<file path="src/rtl/hnmru_pkg.sv">
package hnmru_pkg;
  function automatic int unsigned clog2_min1(int unsigned v);
    return (v <= 1) ? 1 : $clog2(v);
  endfunction
endpackage

</file>
<file path="src/rtl/hnmru_lfsr.sv">
module hnmru_lfsr #(
  parameter int          W    = 16,
  parameter logic [W-1:0] TAPS = 16'hB400
) (
  input  logic         clk_i,
  input  logic         rst_ni,
  output logic [W-1:0] rnd_o
);
  logic [W-1:0] state_q;

  // Galois form, shifts right
  always_ff @(posedge clk_i or negedge rst_ni) begin
    if (!rst_ni) state_q <= W'(1);
    else         state_q <= (state_q >> 1) ^ (state_q[0] ? TAPS : '0);
  end

  assign rnd_o = state_q;


  lfsr_live_chk: assert property (@(posedge clk_i) disable iff (!rst_ni)
    state_q != '0);
endmodule

</file>
<file path="src/rtl/hnmru_mru_state.sv">
module hnmru_mru_state #(
  parameter int NUM_SETS   = 4,
  parameter int NUM_GROUPS = 2,
  parameter int SET_W      = 2,
  parameter int GRP_W      = 1,
  parameter int WIG_W      = 3
) (
  input  logic                                 clk_i,
  input  logic                                 rst_ni,
  input  logic                                 upd_valid_i,
  input  logic [SET_W-1:0]                     upd_set_i,
  input  logic [GRP_W-1:0]                     upd_grp_i,
  input  logic [WIG_W-1:0]                     upd_wig_i,
  input  logic [SET_W-1:0]                     rd_set_i,
  output logic [GRP_W-1:0]                     rd_grp_o,
  output logic [NUM_GROUPS-1:0][WIG_W-1:0]     rd_wig_o
);
  logic [GRP_W-1:0] grp_q [NUM_SETS];
  logic [WIG_W-1:0] wig_q [NUM_SETS][NUM_GROUPS];

  always_ff @(posedge clk_i or negedge rst_ni) begin
    if (!rst_ni) begin
      for (int s = 0; s < NUM_SETS; s++) begin
        grp_q[s] <= '0;
        for (int g = 0; g < NUM_GROUPS; g++) wig_q[s][g] <= '0;
      end
    end else if (upd_valid_i) begin
      grp_q[upd_set_i]            <= upd_grp_i;
      wig_q[upd_set_i][upd_grp_i] <= upd_wig_i;
    end
  end

  always_comb begin
    rd_grp_o = grp_q[rd_set_i];
    for (int g = 0; g < NUM_GROUPS; g++) rd_wig_o[g] = wig_q[rd_set_i][g];
  end


  upd_grp_chk: assert property (@(posedge clk_i) disable iff (!rst_ni)
    upd_valid_i |=> grp_q[$past(upd_set_i)] == $past(upd_grp_i));

  upd_wig_chk: assert property (@(posedge clk_i) disable iff (!rst_ni)
    upd_valid_i |=> wig_q[$past(upd_set_i)][$past(upd_grp_i)] == $past(upd_wig_i));

  for (genvar s = 0; s < NUM_SETS; s++) begin : g_iso

    other_set_chk: assert property (@(posedge clk_i) disable iff (!rst_ni)
      !(upd_valid_i && upd_set_i == SET_W'(s)) |=> $stable(grp_q[s]));
  end
endmodule

</file>
<file path="src/rtl/hnmru_pick.sv">
module hnmru_pick #(
  parameter int NUM_WAYS   = 16,
  parameter int NUM_GROUPS = 2,
  parameter int LFSR_W     = 16,
  parameter int WAY_W      = 4,
  parameter int GRP_W      = 1,
  parameter int WIG_W      = 3
) (
  input  logic [NUM_WAYS-1:0]              valid_i,
  input  logic [GRP_W-1:0]                 mru_grp_i,
  input  logic [NUM_GROUPS-1:0][WIG_W-1:0] mru_wig_i,
  input  logic [LFSR_W-1:0]                rnd_i,
  output logic [WAY_W-1:0]                 way_o
);
  localparam int WPG      = NUM_WAYS / NUM_GROUPS;
  localparam int GRP_CAND = NUM_GROUPS - 1;
  localparam int WIG_CAND = WPG - 1;
  localparam int RND_W    = LFSR_W / 2;

  logic             any_inv;
  logic [WAY_W-1:0] inv_way;
  logic [31:0]      grp_k, wig_k;
  logic [GRP_W-1:0] vic_grp;
  logic [WIG_W-1:0] vic_wig;

  always_comb begin
    any_inv = ~&valid_i;
    inv_way = '0;
    for (int i = NUM_WAYS - 1; i >= 0; i--) begin
      if (!valid_i[i]) inv_way = WAY_W'(i);
    end
    // pick k-th eligible candidate, stepping over the MRU entry
    grp_k   = 32'(rnd_i[LFSR_W-1:RND_W]) % GRP_CAND;
    vic_grp = (GRP_W'(grp_k) < mru_grp_i) ? GRP_W'(grp_k) : GRP_W'(grp_k + 1);
    wig_k   = 32'(rnd_i[RND_W-1:0]) % WIG_CAND;
    vic_wig = (WIG_W'(wig_k) < mru_wig_i[vic_grp]) ? WIG_W'(wig_k) : WIG_W'(wig_k + 1);
    way_o   = any_inv ? inv_way : {vic_grp, vic_wig};
  end
endmodule

</file>
<file path="src/rtl/hnmru_repl_sel.sv">
module hnmru_repl_sel
  import hnmru_pkg::*;
#(
  parameter  int NUM_SETS   = 4,
  parameter  int NUM_WAYS   = 16,   // power of two
  parameter  int NUM_GROUPS = 2,    // power of two, >= 2, with >= 2 ways per group
  parameter  int LFSR_W     = 16,
  localparam int SET_W      = clog2_min1(NUM_SETS),
  localparam int WAY_W      = clog2_min1(NUM_WAYS),
  localparam int WPG        = NUM_WAYS / NUM_GROUPS,
  localparam int GRP_W      = clog2_min1(NUM_GROUPS),
  localparam int WIG_W      = clog2_min1(WPG)
) (
  input  logic                clk_i,
  input  logic                rst_ni,
  input  logic                upd_valid_i,
  input  logic [SET_W-1:0]    upd_set_i,
  input  logic [WAY_W-1:0]    upd_way_i,
  input  logic [SET_W-1:0]    qry_set_i,
  input  logic [NUM_WAYS-1:0] qry_valid_i,
  output logic [WAY_W-1:0]    victim_way_o
);
  logic [LFSR_W-1:0]               rnd;
  logic [GRP_W-1:0]                rd_grp;
  logic [NUM_GROUPS-1:0][WIG_W-1:0] rd_wig;
  logic [NUM_WAYS-1:0]             low_mask;
  logic [GRP_W-1:0]                v_grp;
  logic [WIG_W-1:0]                v_wig;

  hnmru_lfsr #(.W(LFSR_W)) u_lfsr (
    .clk_i (clk_i),
    .rst_ni(rst_ni),
    .rnd_o (rnd)
  );

  hnmru_mru_state #(
    .NUM_SETS(NUM_SETS), .NUM_GROUPS(NUM_GROUPS),
    .SET_W(SET_W), .GRP_W(GRP_W), .WIG_W(WIG_W)
  ) u_state (
    .clk_i      (clk_i),
    .rst_ni     (rst_ni),
    .upd_valid_i(upd_valid_i),
    .upd_set_i  (upd_set_i),
    .upd_grp_i  (upd_way_i[WAY_W-1:WIG_W]),
    .upd_wig_i  (upd_way_i[WIG_W-1:0]),
    .rd_set_i   (qry_set_i),
    .rd_grp_o   (rd_grp),
    .rd_wig_o   (rd_wig)
  );

  hnmru_pick #(
    .NUM_WAYS(NUM_WAYS), .NUM_GROUPS(NUM_GROUPS), .LFSR_W(LFSR_W),
    .WAY_W(WAY_W), .GRP_W(GRP_W), .WIG_W(WIG_W)
  ) u_pick (
    .valid_i  (qry_valid_i),
    .mru_grp_i(rd_grp),
    .mru_wig_i(rd_wig),
    .rnd_i    (rnd),
    .way_o    (victim_way_o)
  );

  assign v_grp    = victim_way_o[WAY_W-1:WIG_W];
  assign v_wig    = victim_way_o[WIG_W-1:0];
  assign low_mask = (NUM_WAYS'(1) << victim_way_o) - NUM_WAYS'(1);


  not_mru_grp_chk: assert property (@(posedge clk_i) disable iff (!rst_ni)
    (&qry_valid_i) |-> v_grp != rd_grp);

  not_mru_way_chk: assert property (@(posedge clk_i) disable iff (!rst_ni)
    (&qry_valid_i) |-> v_wig != rd_wig[v_grp]);

  inv_first_chk: assert property (@(posedge clk_i) disable iff (!rst_ni)
    (qry_valid_i != '1) |-> !qry_valid_i[victim_way_o]);

  inv_lowest_chk: assert property (@(posedge clk_i) disable iff (!rst_ni)
    (qry_valid_i != '1) |-> ((~qry_valid_i & low_mask) == '0));
endmodule

</file>
<file path="config.mk">
export PLATFORM = sky130hd
export DESIGN_NAME = hnmru_repl_sel
export DESIGN_NICKNAME = d
export VERILOG_FILES = /design/src/rtl/hnmru_pkg.sv /design/src/rtl/hnmru_lfsr.sv /design/src/rtl/hnmru_mru_state.sv /design/src/rtl/hnmru_pick.sv /design/src/rtl/hnmru_repl_sel.sv
export SDC_FILE = /design/constraint.sdc
export NUM_CORES = 1
export LEC_CHECK = 0
export ABC_AREA = 1
export CORE_MARGIN = 4
export CORE_UTILIZATION = 35
export DETAILED_ROUTE_END_ITERATION = 7
export REMOVE_ABC_BUFFERS = 1
export SYNTH_ARGS = -nofsm -noshare
export SYNTH_HDL_FRONTEND = slang
export SYNTH_SLANG_ARGS = --single-unit
</file>
<file path="constraint.sdc">
create_clock -name clk_i -period 13.4 [get_ports clk_i]
set_input_delay 2.01 -clock clk_i [delete_from_list [all_inputs] [get_ports clk_i]]
set_output_delay 2.01 -clock clk_i [all_outputs]
set_load 0.01 [all_outputs]
</file>
==> summary by stage <==
Timing
Between clock sinks in the finished design, the worst skew comes to 0.00174 ns. The post-route minimum period is 7.09 ns. Setup repair after global routing left no endpoint under its margin.

The part of the cycle the worst path needs is 52.9%. Headroom to the max-slew limit came out at 36.9%. The worst-margin pin slew is 0.947 ns.

The timing-limited maximum frequency is 0.141 GHz. The setup TNS is 0 ns. The number of failing setup endpoints in the final timing report is 0. The number of hold violations in the final report was 0. The count of pins over their slew limit is 0.

Global route
The total congestion overflow is 0. Global routing consumed, over all layers together, 13.0% of the routing resources. Entering global routing, the biggest net connects 45 pins. The first global-routing pass estimated 9420 µm of wire. The number of global-route vias before repair came to 2143. The number of antenna violations at the first check in global routing is 0.

Drt
The routed design has 5320 µm of wire. The routed layout has 2287 vias. In this run, the number of DRC markers left after iteration 0 of detailed routing was 117.

The uppermost metal layer occupied by signal nets is met4. The routed design uses 2460 µm of met2 wire. Wire segments on met3 add up to 227 µm in the final route. The detailed-routing wirelength on met1 is 2570 µm. The detail-routed via count per cell is 4.77.

The DRC violations left is 0. Before antenna repair, the detailed router went through 5 iterations. The detail route stage leaves a number of antenna-violating nets equal to 0. After detailed routing, the average wire length per cell comes to 11.1 µm.

Die
The core box area is 7250 µm². The initial standard-cell utilization of the core is 36.1%. The floorplan step defined a die boundary enclosing 8920 µm². The die is 94.5 µm tall. The floorplan die width is 94.5 µm. The I/O pin count is 31. The number of placement rows is 31.

Power and ir drop
Dividing total power by cell area gives a power density of 98.8 nW/µm². The maximum vdd ir drop is 103 µV. For this design the static power due to leakage is 0.00157 µW.

Clock tree
The tree is rooted in a clkbuf_8. TritonCTS built the clock tree. The number of hold buffers added after CTS was 0. The number of gates resized after CTS is 0. Clock-pin slew was measured on the worst setup and hold paths at 0.08 ns. The clock passes through at most 2 buffers. The number of buffers inserted by post-CTS setup repair is 0. The count of H-tree levels built during CTS is 2.

The total number of clock tree sinks is 44. Clock tree synthesis inserted a total of 5 buffers. For the worst-skew pair, the clock arrives at the later sink with an insertion delay of 0.30 ns.

Placed design
The count of input and output buffers is 30. The congestion estimate from routability-driven global placement came to 0.863. Detailed placement finished with a half-perimeter wire length of 4140 µm.

Synthesis
The count of yosys warnings during synthesis is 0. The cell count after synthesis is 349. Synthesis inferred 44 register bits. Of all flip-flops after synthesis, the portion carrying an async set or reset was 100%. The cell area that synthesis handed to floorplanning was 2620 µm². The number of distinct library cells after synthesis is 35.

The most used flip-flop cell after synthesis is dfrtp_1. Dividing the synthesized area by the synthesized cell count gives 7.50 µm². Summing the sequential cell areas from Yosys gives 42.1% of the chip area. The number of synthesized flops with an enable pin is 0.

Worst setup path
In this run the critical register-to-register path is captured at u_lfsr.rnd_o[13]$_DFF_PN0_. The largest stage delay on the critical path is 0.53 ns. In this run the worst path has a maximum fanout of 8. The reg-to-reg setup timing slack is 12.46 ns. In this run the critical register-to-register path is launched from u_lfsr.rnd_o[0]$_DFF_PN1_.

The slowest library cell on the worst path is clkdlybuf4s50_1. The endpoint arrival time on the critical path is 5.08 ns. The worst reg-to-reg path cell count is 1.

Counting stages on the worst path, the most repeated cell is nand2_1. The critical path class is flip-flop to primary output. The worst setup path is launched from a flip-flop.

Data on the critical path is required at its endpoint by 11.39 ns. The kind of end point of the critical path is a primary output.

Layout
Compared with the post-synthesis result, the final layout area differs by 19.1%. Measured on the finished design, the core utilization comes to 43.0%. The repair_antennas step left the layout with diodes totalling 0.

The library cells used most frequently in the layout, excluding fill and tap cells, are nand2_1, dfrtp_1, o21ai_0. Leaving out fill and tap cells, the most frequent cell in the layout is nand2_1. The number of nets in the finished design is 410. Cells with a size suffix above 1 make up 10.3% of the layout.

Worst hold path
Counting instances, the worst hold path has a depth of 0. The critical hold path startpoint is u_lfsr.rnd_o[10]$_DFF_PN0_. The tightest min-delay check is of the flip-flop to flip-flop type. For hold timing, the worst endpoint is u_lfsr.rnd_o[9]$_DFF_PN0_.

Run
The number of max-capacitance violations reported is 0.

Status
The flow ran to the end, and the final reports show no timing, DRC or antenna violations.
==> state kept, by name, indices dropped and copies added, names as in the netlist <==
signal,count
u_state.grp_q,4
u_lfsr.rnd_o,16
u_state.wig_q,24
==> logic make-up (layout without fill, tap and decap cells) <==
kind of cell               after synthesis  count (layout)  synth area share (%)
AOI/OAI and AO/OA                       60              60                  13.4
and+or+nand+nor                        193             193                  34.3
adders and majority gates                4               4                  1.91
DFF                                     44              44                  42.1
buffers and inverters                   43              74                  6.50
xor gates and xnor gates                 5               5                  1.67
==> where the power goes <==
group	internal, µW	switching [µW]	leakage (µW)
sequential	148	9.93	0.000567
clock	56.1	46.5	0.0000548
combinational	21.7	25.3	0.000952
==> stage by stage <==
| stage | total power (µW) | cells | hold WS, ns | instance area [µm²] | worst slack, ns |
|---|---|---|---|---|---|
| floorplan | 185 | 342 | 0.331 | 2580 | 7.49 |
| global placement | 207 | 471 | 0.333 | 3000 | 6.45 |
| detailed placement | 208 | 471 | 0.336 | 3000 | 6.33 |
| CTS | 313 | 479 | 0.354 | 3120 | 6.25 |
| global route | 328 | 479 | 0.354 | 3120 | 5.66 |
| finish | 308 | 479 | 0.352 | 3120 | 6.31 |
==> critical path: cells and delay by family, from the launching register on <==
kind,cells,cell delay [ns]
flops,1,0.48
simple gates,24,2.12
compound gates,1,0.14
fa+ha+maj,4,0.96
xor+xnor,1,0.23
buf+inv,6,0.82
==> synthesized netlist by cell type, types with 2 or more instances <==
library cell | number | area [µm²]
a32oi_1 | 2 | 17.5
o221ai_1 | 2 | 17.5
a21oi_1 | 3 | 15.0
nand3_1 | 21 | 105
buf_4 | 2 | 15.0
nand2_1 | 112 | 420
dfrtp_1 | 43 | 1080
clkbuf_1 | 4 | 15.0
a21boi_0 | 2 | 15.0
o32ai_1 | 2 | 17.5
o21a_1 | 3 | 22.5
nand3_2 | 4 | 40.0
xor2_1 | 5 | 43.8
nor2_1 | 26 | 97.6
o21ai_0 | 40 | 200
nand2_2 | 13 | 81.3
inv_1 | 33 | 124
a21oi_2 | 2 | 17.5
nor3_1 | 2 | 10.0
inv_2 | 3 | 11.3
ha_1 | 4 | 50.1
nand3_4 | 2 | 35.0
nand4_1 | 7 | 43.8
==> final cells by class <==
cell class | instances | area [µm²]
clock buffers | 5 | 68.8
fillers | 748 | 4140
flip-flops and latches | 44 | 1100
well taps | 99 | 124
clock inverters | 3 | 46.3
inverters | 36 | 135
multi-input cells | 262 | 1340
repair buffers | 30 | 295
==> per-layer routing <==
metal / vias to the layer above / global-route usage, %
li1: 1206 / -
met1: 1035 / 16.9
met2: 40 / 22.2
met3: 6 / 2.23
met4: 0 / 3.61
met5: - / 0
==> worst max-delay path by stage <==
stage,end,startpoint,cells after the start,slack (ns)
after detailed placement,victim_way_o[1],qry_set_i[0],15,6.33
after floorplan,victim_way_o[1],u_lfsr.rnd_o[6]$_DFF_PN0_,36,7.49
after global placement,victim_way_o[1],qry_set_i[0],15,6.45
final,victim_way_o[2],u_lfsr.rnd_o[6]$_DFF_PN0_,36,6.31
after CTS,victim_way_o[1],u_lfsr.rnd_o[6]$_DFF_PN0_,36,6.25
after global routing,victim_way_o[0],u_lfsr.rnd_o[5]$_DFF_PN0_,36,5.66
Power figures use the tool's default switching activity.
